<file path="config.mk">
export PLATFORM = sky130hd
export DESIGN_NAME = tagfetch_top
export DESIGN_NICKNAME = d
export VERILOG_FILES = /design/src/rtl/tagfetch_pkg.sv /design/src/rtl/tagfetch_imem.sv /design/src/rtl/tagfetch_fetch.sv /design/src/rtl/tagfetch_consumer.sv /design/src/rtl/tagfetch_top.sv
export SDC_FILE = /design/constraint.sdc
export NUM_CORES = 2
export LEC_CHECK = 0
export BUFFER_PORTS_ARGS = -buffer_cell sky130_fd_sc_hd__buf_2
export CORE_MARGIN = 2
export CORE_UTILIZATION = 55
export DETAILED_ROUTE_END_ITERATION = 10
export PLACE_DENSITY = 0.76
export SLEW_MARGIN = 15
export SYNTH_ARGS = -nofsm -noshare
export SYNTH_HDL_FRONTEND = slang
export SYNTH_SLANG_ARGS = --single-unit
</file>
<file path="constraint.sdc">
create_clock -name clk -period 5.8 [get_ports clk]
set_clock_uncertainty 0.05 [all_clocks]
set_input_delay 0.58 -clock clk [delete_from_list [all_inputs] [get_ports clk]]
set_output_delay 0.58 -clock clk [all_outputs]
set_load 0.01 [all_outputs]
</file>
<file path="src/rtl/tagfetch_pkg.sv">
package tagfetch_pkg;
  localparam int PC_W    = 15;
  localparam int FIELD_W = 3;
  localparam int OFF_W   = PC_W - FIELD_W;

  typedef logic [PC_W-1:0] pc_t;

  // step inside the current field: the offset wraps, the field is kept
  function automatic pc_t pc_step(input pc_t p);
    logic [OFF_W-1:0] off;
    off = p[OFF_W-1:0] + 1'b1;
    return {p[PC_W-1:OFF_W], off};
  endfunction
endpackage

</file>
<file path="src/rtl/tagfetch_imem.sv">
module tagfetch_imem #(
  parameter int WORD_W = 12,
  parameter int MEM_AW = 8
) (
  input  logic              clk,
  input  logic              we,
  input  logic [MEM_AW-1:0] waddr,
  input  logic [WORD_W-1:0] wdata,
  input  logic              re,
  input  logic [MEM_AW-1:0] raddr,
  output logic [WORD_W-1:0] rdata
);
  localparam int DEPTH = 1 << MEM_AW;

  logic [WORD_W-1:0] store [DEPTH];

  // one write port, one registered read port with enable: maps to block RAM
  always_ff @(posedge clk) begin
    if (we) store[waddr] <= wdata;
    if (re) rdata <= store[raddr];
  end
endmodule

</file>
<file path="src/rtl/tagfetch_fetch.sv">
module tagfetch_fetch
  import tagfetch_pkg::*;
#(
  parameter int   TAG_W    = 4,
  parameter int   MEM_AW   = 8,
  parameter pc_t  START_PC = 15'h0010
) (
  input  logic             clk,
  input  logic             rst,
  input  logic             take_in,
  input  logic             rs_v,
  input  logic [TAG_W-1:0] rs_tag,
  input  pc_t              rs_pc,
  output logic             rd_en,
  output logic [MEM_AW-1:0] rd_addr,
  output logic             b_valid,
  output logic [TAG_W-1:0] b_tag,
  output pc_t              b_pc,
  output logic             b_mark
);
  pc_t              pc_q;
  logic [TAG_W-1:0] tag_q;
  logic             mark_pend_q;
  logic             fire;
  pc_t              cur_pc;
  logic [TAG_W-1:0] cur_tag;
  logic             emit_mark;

  // the handoff register accepts when empty or being drained this cycle
  assign fire      = !b_valid || take_in;
  // a restart is applied ahead of the fetch in the same cycle
  assign cur_pc    = rs_v ? rs_pc  : pc_q;
  assign cur_tag   = rs_v ? rs_tag : tag_q;
  assign emit_mark = rs_v || mark_pend_q;

  assign rd_en   = fire && !rst;
  assign rd_addr = cur_pc[MEM_AW-1:0];

  always_ff @(posedge clk) begin
    if (rst) begin
      pc_q        <= START_PC;
      tag_q       <= '0;
      mark_pend_q <= 1'b0;
      b_valid     <= 1'b0;
      b_tag       <= '0;
      b_pc        <= START_PC;
      b_mark      <= 1'b0;
    end else begin
      if (rs_v) begin
        pc_q  <= rs_pc;
        tag_q <= rs_tag;
      end
      if (fire) begin
        b_valid     <= 1'b1;
        b_tag       <= cur_tag;
        b_pc        <= cur_pc;
        b_mark      <= emit_mark;
        pc_q        <= pc_step(cur_pc);
        tag_q       <= cur_tag;
        mark_pend_q <= 1'b0;
      end else if (rs_v) begin
        mark_pend_q <= 1'b1;
      end
    end
  end


  hold_when_full_chk: assert property (@(posedge clk) disable iff (rst)
    (b_valid && !take_in) |=> (b_valid && $stable(b_pc) && $stable(b_tag) && $stable(b_mark)));


  seq_step_chk: assert property (@(posedge clk) disable iff (rst)
    (b_valid && fire && !rs_v) |=> (b_pc == pc_step($past(b_pc))));


  restart_mark_chk: assert property (@(posedge clk) disable iff (rst)
    rs_v |=> (b_valid && b_mark && b_pc == $past(rs_pc) && b_tag == $past(rs_tag)));
endmodule

</file>
<file path="src/rtl/tagfetch_consumer.sv">
module tagfetch_consumer
  import tagfetch_pkg::*;
#(
  parameter int   TAG_W    = 4,
  parameter int   WORD_W   = 12,
  parameter pc_t  START_PC = 15'h0010
) (
  input  logic              clk,
  input  logic              rst,
  input  logic              halt,
  input  logic              br_take,
  input  pc_t               br_target,
  input  logic              b_valid,
  input  logic [TAG_W-1:0]  b_tag,
  input  pc_t               b_pc,
  input  logic [WORD_W-1:0] b_word,
  output logic              take,
  output logic              rs_v,
  output logic [TAG_W-1:0]  rs_tag,
  output pc_t               rs_pc,
  output logic              exec_valid,
  output pc_t               exec_pc,
  output logic [WORD_W-1:0] exec_word,
  output logic              rsv_valid,
  output logic [TAG_W-1:0]  rsv_tag,
  output pc_t               rsv_pc
);
  logic [TAG_W-1:0] ctag_q;
  pc_t              exp_q;
  logic             tag_hit;
  logic             pc_hit;
  logic             run_now;

  assign take    = b_valid && !halt;
  assign tag_hit = (b_tag == ctag_q);
  assign pc_hit  = (b_pc == exp_q);
  assign run_now = take && tag_hit && pc_hit;
  // stale tags fall through both paths and are simply dropped
  assign rs_v    = take && tag_hit && !pc_hit;
  assign rs_tag  = ctag_q + 1'b1;
  assign rs_pc   = exp_q;

  always_ff @(posedge clk) begin
    if (rst) begin
      ctag_q     <= '0;
      exp_q      <= START_PC;
      exec_valid <= 1'b0;
      exec_pc    <= '0;
      exec_word  <= '0;
      rsv_valid  <= 1'b0;
      rsv_tag    <= '0;
      rsv_pc     <= '0;
    end else begin
      exec_valid <= run_now;
      rsv_valid  <= rs_v;
      if (run_now) begin
        exec_pc   <= b_pc;
        exec_word <= b_word;
        exp_q     <= br_take ? br_target : pc_step(exp_q);
      end
      if (rs_v) begin
        ctag_q  <= rs_tag;
        rsv_tag <= rs_tag;
        rsv_pc  <= exp_q;
      end
    end
  end


  halt_holds_chk: assert property (@(posedge clk) disable iff (rst)
    (halt && b_valid) |=> (b_valid && $stable(b_pc) && $stable(b_tag) && !exec_valid));


  restart_bumps_chk: assert property (@(posedge clk) disable iff (rst)
    rs_v |=> (rsv_valid && !exec_valid && ctag_q == $past(b_tag) + 1'b1));


  exec_pulse_chk: assert property (@(posedge clk) disable iff (rst)
    exec_valid |-> !rsv_valid);


  exec_from_bundle_chk: assert property (@(posedge clk) disable iff (rst)
    (take && tag_hit && pc_hit) |=> (exec_valid && exec_pc == $past(b_pc)));
endmodule

</file>
<file path="src/rtl/tagfetch_top.sv">
module tagfetch_top
  import tagfetch_pkg::*;
#(
  parameter int   TAG_W    = 4,
  parameter int   WORD_W   = 12,
  parameter int   MEM_AW   = 8,
  parameter pc_t  START_PC = 15'h0010
) (
  input  logic              clk,
  input  logic              rst,
  input  logic              ld_en,
  input  logic [MEM_AW-1:0] ld_addr,
  input  logic [WORD_W-1:0] ld_data,
  input  logic              halt,
  input  logic              br_take,
  input  logic [14:0]       br_target,
  output logic              bnd_valid,
  output logic [TAG_W-1:0]  bnd_tag,
  output logic [14:0]       bnd_pc,
  output logic [WORD_W-1:0] bnd_word,
  output logic              bnd_restarted,
  output logic              exec_valid,
  output logic [14:0]       exec_pc,
  output logic [WORD_W-1:0] exec_word,
  output logic              rsv_valid,
  output logic [TAG_W-1:0]  rsv_tag,
  output logic [14:0]       rsv_pc
);
  logic              take;
  logic              rs_v;
  logic [TAG_W-1:0]  rs_tag;
  pc_t               rs_pc;
  logic              rd_en;
  logic [MEM_AW-1:0] rd_addr;

  tagfetch_imem #(.WORD_W(WORD_W), .MEM_AW(MEM_AW)) u_imem (
    .clk(clk), .we(ld_en), .waddr(ld_addr), .wdata(ld_data),
    .re(rd_en), .raddr(rd_addr), .rdata(bnd_word)
  );

  tagfetch_fetch #(.TAG_W(TAG_W), .MEM_AW(MEM_AW), .START_PC(START_PC)) u_fetch (
    .clk(clk), .rst(rst), .take_in(take),
    .rs_v(rs_v), .rs_tag(rs_tag), .rs_pc(rs_pc),
    .rd_en(rd_en), .rd_addr(rd_addr),
    .b_valid(bnd_valid), .b_tag(bnd_tag), .b_pc(bnd_pc), .b_mark(bnd_restarted)
  );

  tagfetch_consumer #(.TAG_W(TAG_W), .WORD_W(WORD_W), .START_PC(START_PC)) u_cons (
    .clk(clk), .rst(rst), .halt(halt), .br_take(br_take), .br_target(br_target),
    .b_valid(bnd_valid), .b_tag(bnd_tag), .b_pc(bnd_pc), .b_word(bnd_word),
    .take(take), .rs_v(rs_v), .rs_tag(rs_tag), .rs_pc(rs_pc),
    .exec_valid(exec_valid), .exec_pc(exec_pc), .exec_word(exec_word),
    .rsv_valid(rsv_valid), .rsv_tag(rsv_tag), .rsv_pc(rsv_pc)
  );
endmodule

</file>
* Yosys cells after proc, flatten, opt, wreduce, memory -nomap -nowiden
Memory sizes are Yosys's and may differ from the RTL's. A register that Yosys moved wholly into a read port is not among the register bits.
Index checks and enable logic that the tools add are counted.
** Operators by class
- Add/subtract/negate cells :: 3
- Eq/ne operators :: 2
- Reduce and logical (&&, ||, !) cells :: 13
- Muxes and demuxes :: 6
** Operators with widths (count)
- 12-bit by 1-bit adder with 12-bit output, second input constant :: 2
- 12-bit two-way mux :: 2
- 15-bit equality test :: 1
- 15-bit two-way mux :: 1
- 1-bit logical AND :: 5
- 4-bit by 1-bit adder with 4-bit output, second input constant :: 1
- 4-bit equality test :: 1
- 1-bit logical NOT :: 4
- 4-bit two-way mux :: 1
- 1-bit logical OR :: 2
- 1-bit two-way mux :: 2
- 2-bit AND reduction :: 1
- 2-bit OR reduction :: 1
** Storage, ports and cells
- Output and inout port bits :: 81
- Word-level logic and storage cells :: 40
- Register bits :: 104
- Memories :: 1
- Input bits :: 40
- Memory bits (writable) :: 3072
** Memories
- u_imem.store :: words 256, width 12, read ports 1, clocked after Yosys merged registers in 1, wr ports 1, line tagfetch_imem.sv:15 : logic [WORD_W-1:0] store [DEPTH];

* Logic depth before layout (Yosys ltp)
- Word-level depth :: 7
- Mapped depth :: 19
- Gate-level depth less buffers :: 13

* Modules after synthesis
From an unflattened synthesis, not the netlist that was laid out.
** Second synthesis, totals
- Cells, all modules :: 6069
- Area total of the unflattened synthesis :: 123786.2 um^2
** By module, submodules not included
- tagfetch_imem :: seq. area each 92608.8 um^2, instances 1, cells each 5506, area an instance 118752.6 um^2
- tagfetch_consumer :: seq. area each 1261.2 um^2, instances 1, cells each 373, area an instance 3236.9 um^2
- tagfetch_fetch :: seq. area each 820.8 um^2, instances 1, cells each 190, area an instance 1796.7 um^2

* Worst setup path after synthesis
Ideal clock, no wire load.
- Kind :: input to register
- Start :: in halt
- End :: reg u_imem.rdata[8], read port of u_imem.store, data pin
- Library setup time :: 0.271 ns
- Buffers on the path :: 4
- Slack :: 2.262 ns
- Required time :: 5.479 ns
- Stages on the path :: 13
- Data arrival time :: 3.217 ns
- Cells stage by stage :: nor3b_2 -> nand2_2 -> a21o_1 -> buf_6 -> a21oi_4 -> buf_6 -> buf_6 -> buf_2 -> mux4_2 -> a221oi_1 -> a31oi_1 -> o31ai_1 -> o32ai_1
** Between the ends
- Word-level cells in the longest chain between the ends :: 5
- Elaborated cells between the ends (all ways) :: 7
- Classes of those cells :: mux: 1; reduce/logical: 6
** RTL lines
- from (decl) :: line tagfetch_top.sv:14 : input logic halt,
- 1-bit logical NOT * :: line tagfetch_consumer.sv:34 : assign take = b_valid && !halt;
- 1-bit logical AND * :: line tagfetch_consumer.sv:34
- 1-bit logical AND (2 in a row) :: line tagfetch_consumer.sv:39 : assign rs_v = take && tag_hit && !pc_hit;
- 15-bit two-way mux :: line tagfetch_fetch.sv:32 : assign cur_pc = rs_v ? rs_pc : pc_q;
- to (decl) :: line tagfetch_imem.sv:11 : output logic [WORD_W-1:0] rdata
Every way passes the cells marked *; elsewhere a longest branch is shown, timed or not.
A chain may end at the register's enable or synchronous reset.

* Worst setup path after layout
- Start :: reg u_cons.exp_q[3], in the netlist u_cons.rs_pc[3]
- End :: reg u_imem.rdata[3], read port of u_imem.store, data pin
** Between the ends
- Word-level cells in the longest chain between the ends :: 4
** RTL lines
- from (decl) :: line tagfetch_consumer.sv:29 : pc_t exp_q;
- from (signal assigned) :: line tagfetch_consumer.sv:59 : exp_q <= br_take ? br_target : pc_step(exp_q);
- 15-bit equality test :: line tagfetch_consumer.sv:36 : assign pc_hit = (b_pc == exp_q);
- 1-bit logical NOT :: line tagfetch_consumer.sv:39
- 1-bit logical AND :: line tagfetch_consumer.sv:39
- 15-bit two-way mux * :: line tagfetch_fetch.sv:32
Marked as above.

==> reports/qor.txt <==
critical path's slowest cell: dfxtp_1
Worst Path Max Fanout: 50
DRT Wirelength: 373.9 mm
Max clock buf depth: 4
Worst slew margin: 12.23%
Mapped Avg Cell Area: 15.51 um2
# H-tree levels: 5
Port Buffers: 120
synth warn: 0
starting density of the core: 55.42%
Slew @ Worst Pin: 1315 ps
non-filler instance count after layout: 11683
Die Y: 480.3 um
Num CTS Buffers: 322
initial antenna violation count: 17
fmax: 0.1723 GHz
syn nets: 8085
later-pin clock latency in the skew report: 980 ps
detailed placer's ending HPWL: 222.8 mm
outcome: finished with violations
GRT Total Usage: 32.05%
post-route clock period utilization: 100.1%
Placed Instances: 11112
endpoints failing setup: 1
max layer used: met5
library cells used by synthesis: 77
Detail Route Antenna Nets: 0
remaining global-route overflow: 0
violated checks: setup timing
first-pass GRT wire length: 533.3 mm
iteration count of the initial detailed-routing pass: 9
vias in the first global route: 75554
die width: 480.3 um
fin nets: 8500
dominant cells by area after synthesis: edfxtp_1 (74%), mux4_2 (5.2%), nand2_1 (5.1%), nand3_1 (2.4%), dfxtp_1 (1.7%)
power per cell area: 349.4 nW/um2
Clock transition at path regs: 60 ps
top cell type's share of synthesized area: 74.23%
Post-synth EDFFs: 3084
WL per Instance: 32.00 um
count of final max-slew check failures: 0
Syn-to-layout area delta: 13.20%
die area: 230700 um2
Fill cells: 15303
clock sink total: 3188
GP Congestion: 0.9871
Max-cap violations: 0
register bit total from synthesis: 3188
hold crit path type: in -> reg
pre-CTS setup slack: 43.09 ps
CP Launch Type: flop
area of the core: 225100 um2
maximum vdd drop: 330.3 uV
WL met1: 125.1 mm
Placement Cell Area: 131300 um2
# DRC: 0
Arrival @ worst endpoint: 6440 ps
asr flop ratio synth: 0%
First DRT Iteration DRCs: 14440
slowest cell delay on critical path: 600 ps
met3 WL: 55.79 mm
largest net degree at the start of global routing: 201
largest area contributor in the netlist: edfxtp_1
critical path cell sequence: xnor2_1, nand4_1, nor2_2, a21o_4, buf_12, a21oi_4, inv_8, buf_12, buf_4, mux4_2, nand2_1, a21oi_1, o31ai_2, nand4_1, a32o_1
Lkg Pwr: 46.68 nW
vias per cell: 6.762
Hold Fails Final Rpt: 0
Final Worst Setup Slack: -3.761 ps
Root Driver: clkbuf_16
io pins: 121
routed wl met2: 167.4 mm
Vias: 79001
# rows: 174
share of cells above drive strength 1: 16.39%
Period minus WS final: 5804 ps
Multi-input gate area: 27610 um2
Synth Cell Area: 124800 um2
critical path class: reg -> reg
WP data required: 6430 ps
Finished Cell Area: 141200 um2
CTS tree: yes
Cells after Synth: 8042
total power: 49.35 mW
register area share after synthesis: 75.90%
Reg area: 94690 um2
endpoint class of the critical path: flop
RSZ-0062 raised after global routing: false
Top FF cell, synth: edfxtp_1
[worst max-delay path, delay by kind of cell (launching register included)]
| kind | cells | cell delay, ps |
|---|---|---|
| flops | 1 | 600 |
| mux | 1 | 450 |
| compound gates | 5 | 1460 |
| buf+inv | 4 | 1350 |
| simple gates | 4 | 1290 |
| xor+xnor | 1 | 200 |
[kinds of logic (layout without fill, tap and decap cells)]
group | count (synthesis) | in the layout | synth area share, %
muxes | 470 | 470 | 6.701
other | 0 | 10 | 0
DFF | 3188 | 3188 | 75.90
AOI/OAI and AO/OA | 849 | 849 | 4.866
and+or+nand+nor | 2937 | 2937 | 10.04
adders and majority gates | 3 | 3 | 0.03009
xor gates and xnor gates | 31 | 31 | 0.2176
buffers and inverters | 564 | 1203 | 2.249
[per-stage QoR]
step / hold slack, ps / TNS, ps / util (%)
floorplan: 392.1 / 0 / -
global placement: 392.3 / 0 / 58.30
detailed placement: 397.9 / 0 / 58.32
CTS: 17.38 / 0 / 62.70
global route: 83.43 / 0 / 62.73
finish: 86.93 / -3.761 / 62.74
[power by group]
part / internal (mW) / leakage [nW] / switching [mW]
registers: 25.3 / 28.6 / 0.0764
logic: 1.36 / 13.3 / 2.95
clock network: 11.2 / 4.76 / 8.43
total: 37.9 / 46.7 / 11.5
[final cells by class]
class,count,share of cell area [%]
multi-input combinational,4290,19.55
sequential,3188,67.05
tap,2992,2.651
inverter,41,0.1196
timing repair buffer,614,3.744
clock inverter,140,0.7947
antenna,10,0.01772
clock buffer,408,6.078
[synthesized netlist by cell type, types with 4 or more instances]
cell	n
edfxtp_1	3084
nand2_1	1695
nand3_1	587
nor2_1	366
mux4_2	290
buf_2	211
clkbuf_1	184
a31oi_1	182
mux2i_1	171
nand4_1	138
a22oi_1	120
dfxtp_1	104
a211oi_1	103
a21oi_1	96
and3_1	79
buf_4	65
a32oi_1	62
o21ai_0	61
a311oi_1	48
buf_1	39
inv_1	39
o2111ai_1	39
a221oi_1	29
buf_6	24
xnor2_1	20
nor3_1	19
a22o_1	13
nor2b_1	11
xor2_1	11
o31ai_1	10
a21boi_0	9
o21ai_1	9
a221o_1	8
a32o_1	8
mux2_2	7
a2111oi_0	6
a41oi_1	6
and2_1	6
o211ai_1	6
a31o_2	5
nor4_1	5
nand2b_1	4
nor3_2	4
or4_1	4
[final timing paths]
check / from / end / slack, ps / cells after the start
hold / removal: br_target[8] / u_cons.rs_pc[8]$_SDFFE_PP0P_ / 90 / 5
setup / recovery: u_cons.rs_pc[3]$_SDFFE_PP0P_ / u_imem.rdata[3]$_DFFE_PP_ / -4 / 15
hold reg to reg: u_cons.exec_pc[5]$_SDFFE_PP0P_ / u_cons.exec_pc[5]$_SDFFE_PP0P_ / 400 / 2
setup reg to reg: u_cons.rs_pc[3]$_SDFFE_PP0P_ / u_imem.rdata[3]$_DFFE_PP_ / -4 / 15
[per-layer routing]
metal,vias up,global-route usage (%)
met5,-,0
met4,12,18.38
met3,1316,9.563
met2,7019,47.52
met1,38941,42.48
li1,31713,-
[flip-flops by register name, summed over array words and instances (netlist names)]
name	count
u_fetch.tag_q	4
u_imem.store	3072
u_fetch.b_tag	4
u_fetch.mark_pend_q	1
u_cons.rsv_pc	15
u_cons.rsv_valid	1
u_fetch.b_valid	1
u_cons.exec_pc	15
u_imem.rdata	12
u_cons.exec_valid	1
u_fetch.pc_q	15
u_cons.rs_pc	15
u_cons.ctag_q	4
u_fetch.b_pc	15
u_fetch.b_mark	1
u_cons.exec_word	12
[repair_timing]
action / in CTS / in global routing
resized for setup: 2 / 2
hold endpoints to repair: 31 / 0
hold buffers: 13 / 0
endpoints found under the setup margin: 2 / 2
setup buffers: 0 / 0
[placed cells by master (no fill, tap or decap), types with 17 or more instances in the layout]
master / count
dfxtp_1: 104
xnor2_1: 20
nand4_1: 138
buf_12: 67
nor2_2: 65
clkinv_1: 58
a311oi_1: 48
and3_1: 79
buf_2: 107
nand3_1: 585
clkbuf_1: 75
mux2i_1: 166
nor3_1: 17
a211oi_1: 102
a32oi_1: 62
clkbuf_16: 331
inv_1: 39
clkinv_2: 51
o21ai_0: 61
nor2_1: 300
buf_4: 415
a221oi_1: 29
a21oi_1: 95
a31oi_1: 182
mux4_2: 290
o2111ai_1: 39
a22oi_1: 120
nand2_1: 1693
edfxtp_1: 3084
bufinv_16: 18
(Power assumes the default switching activity.)
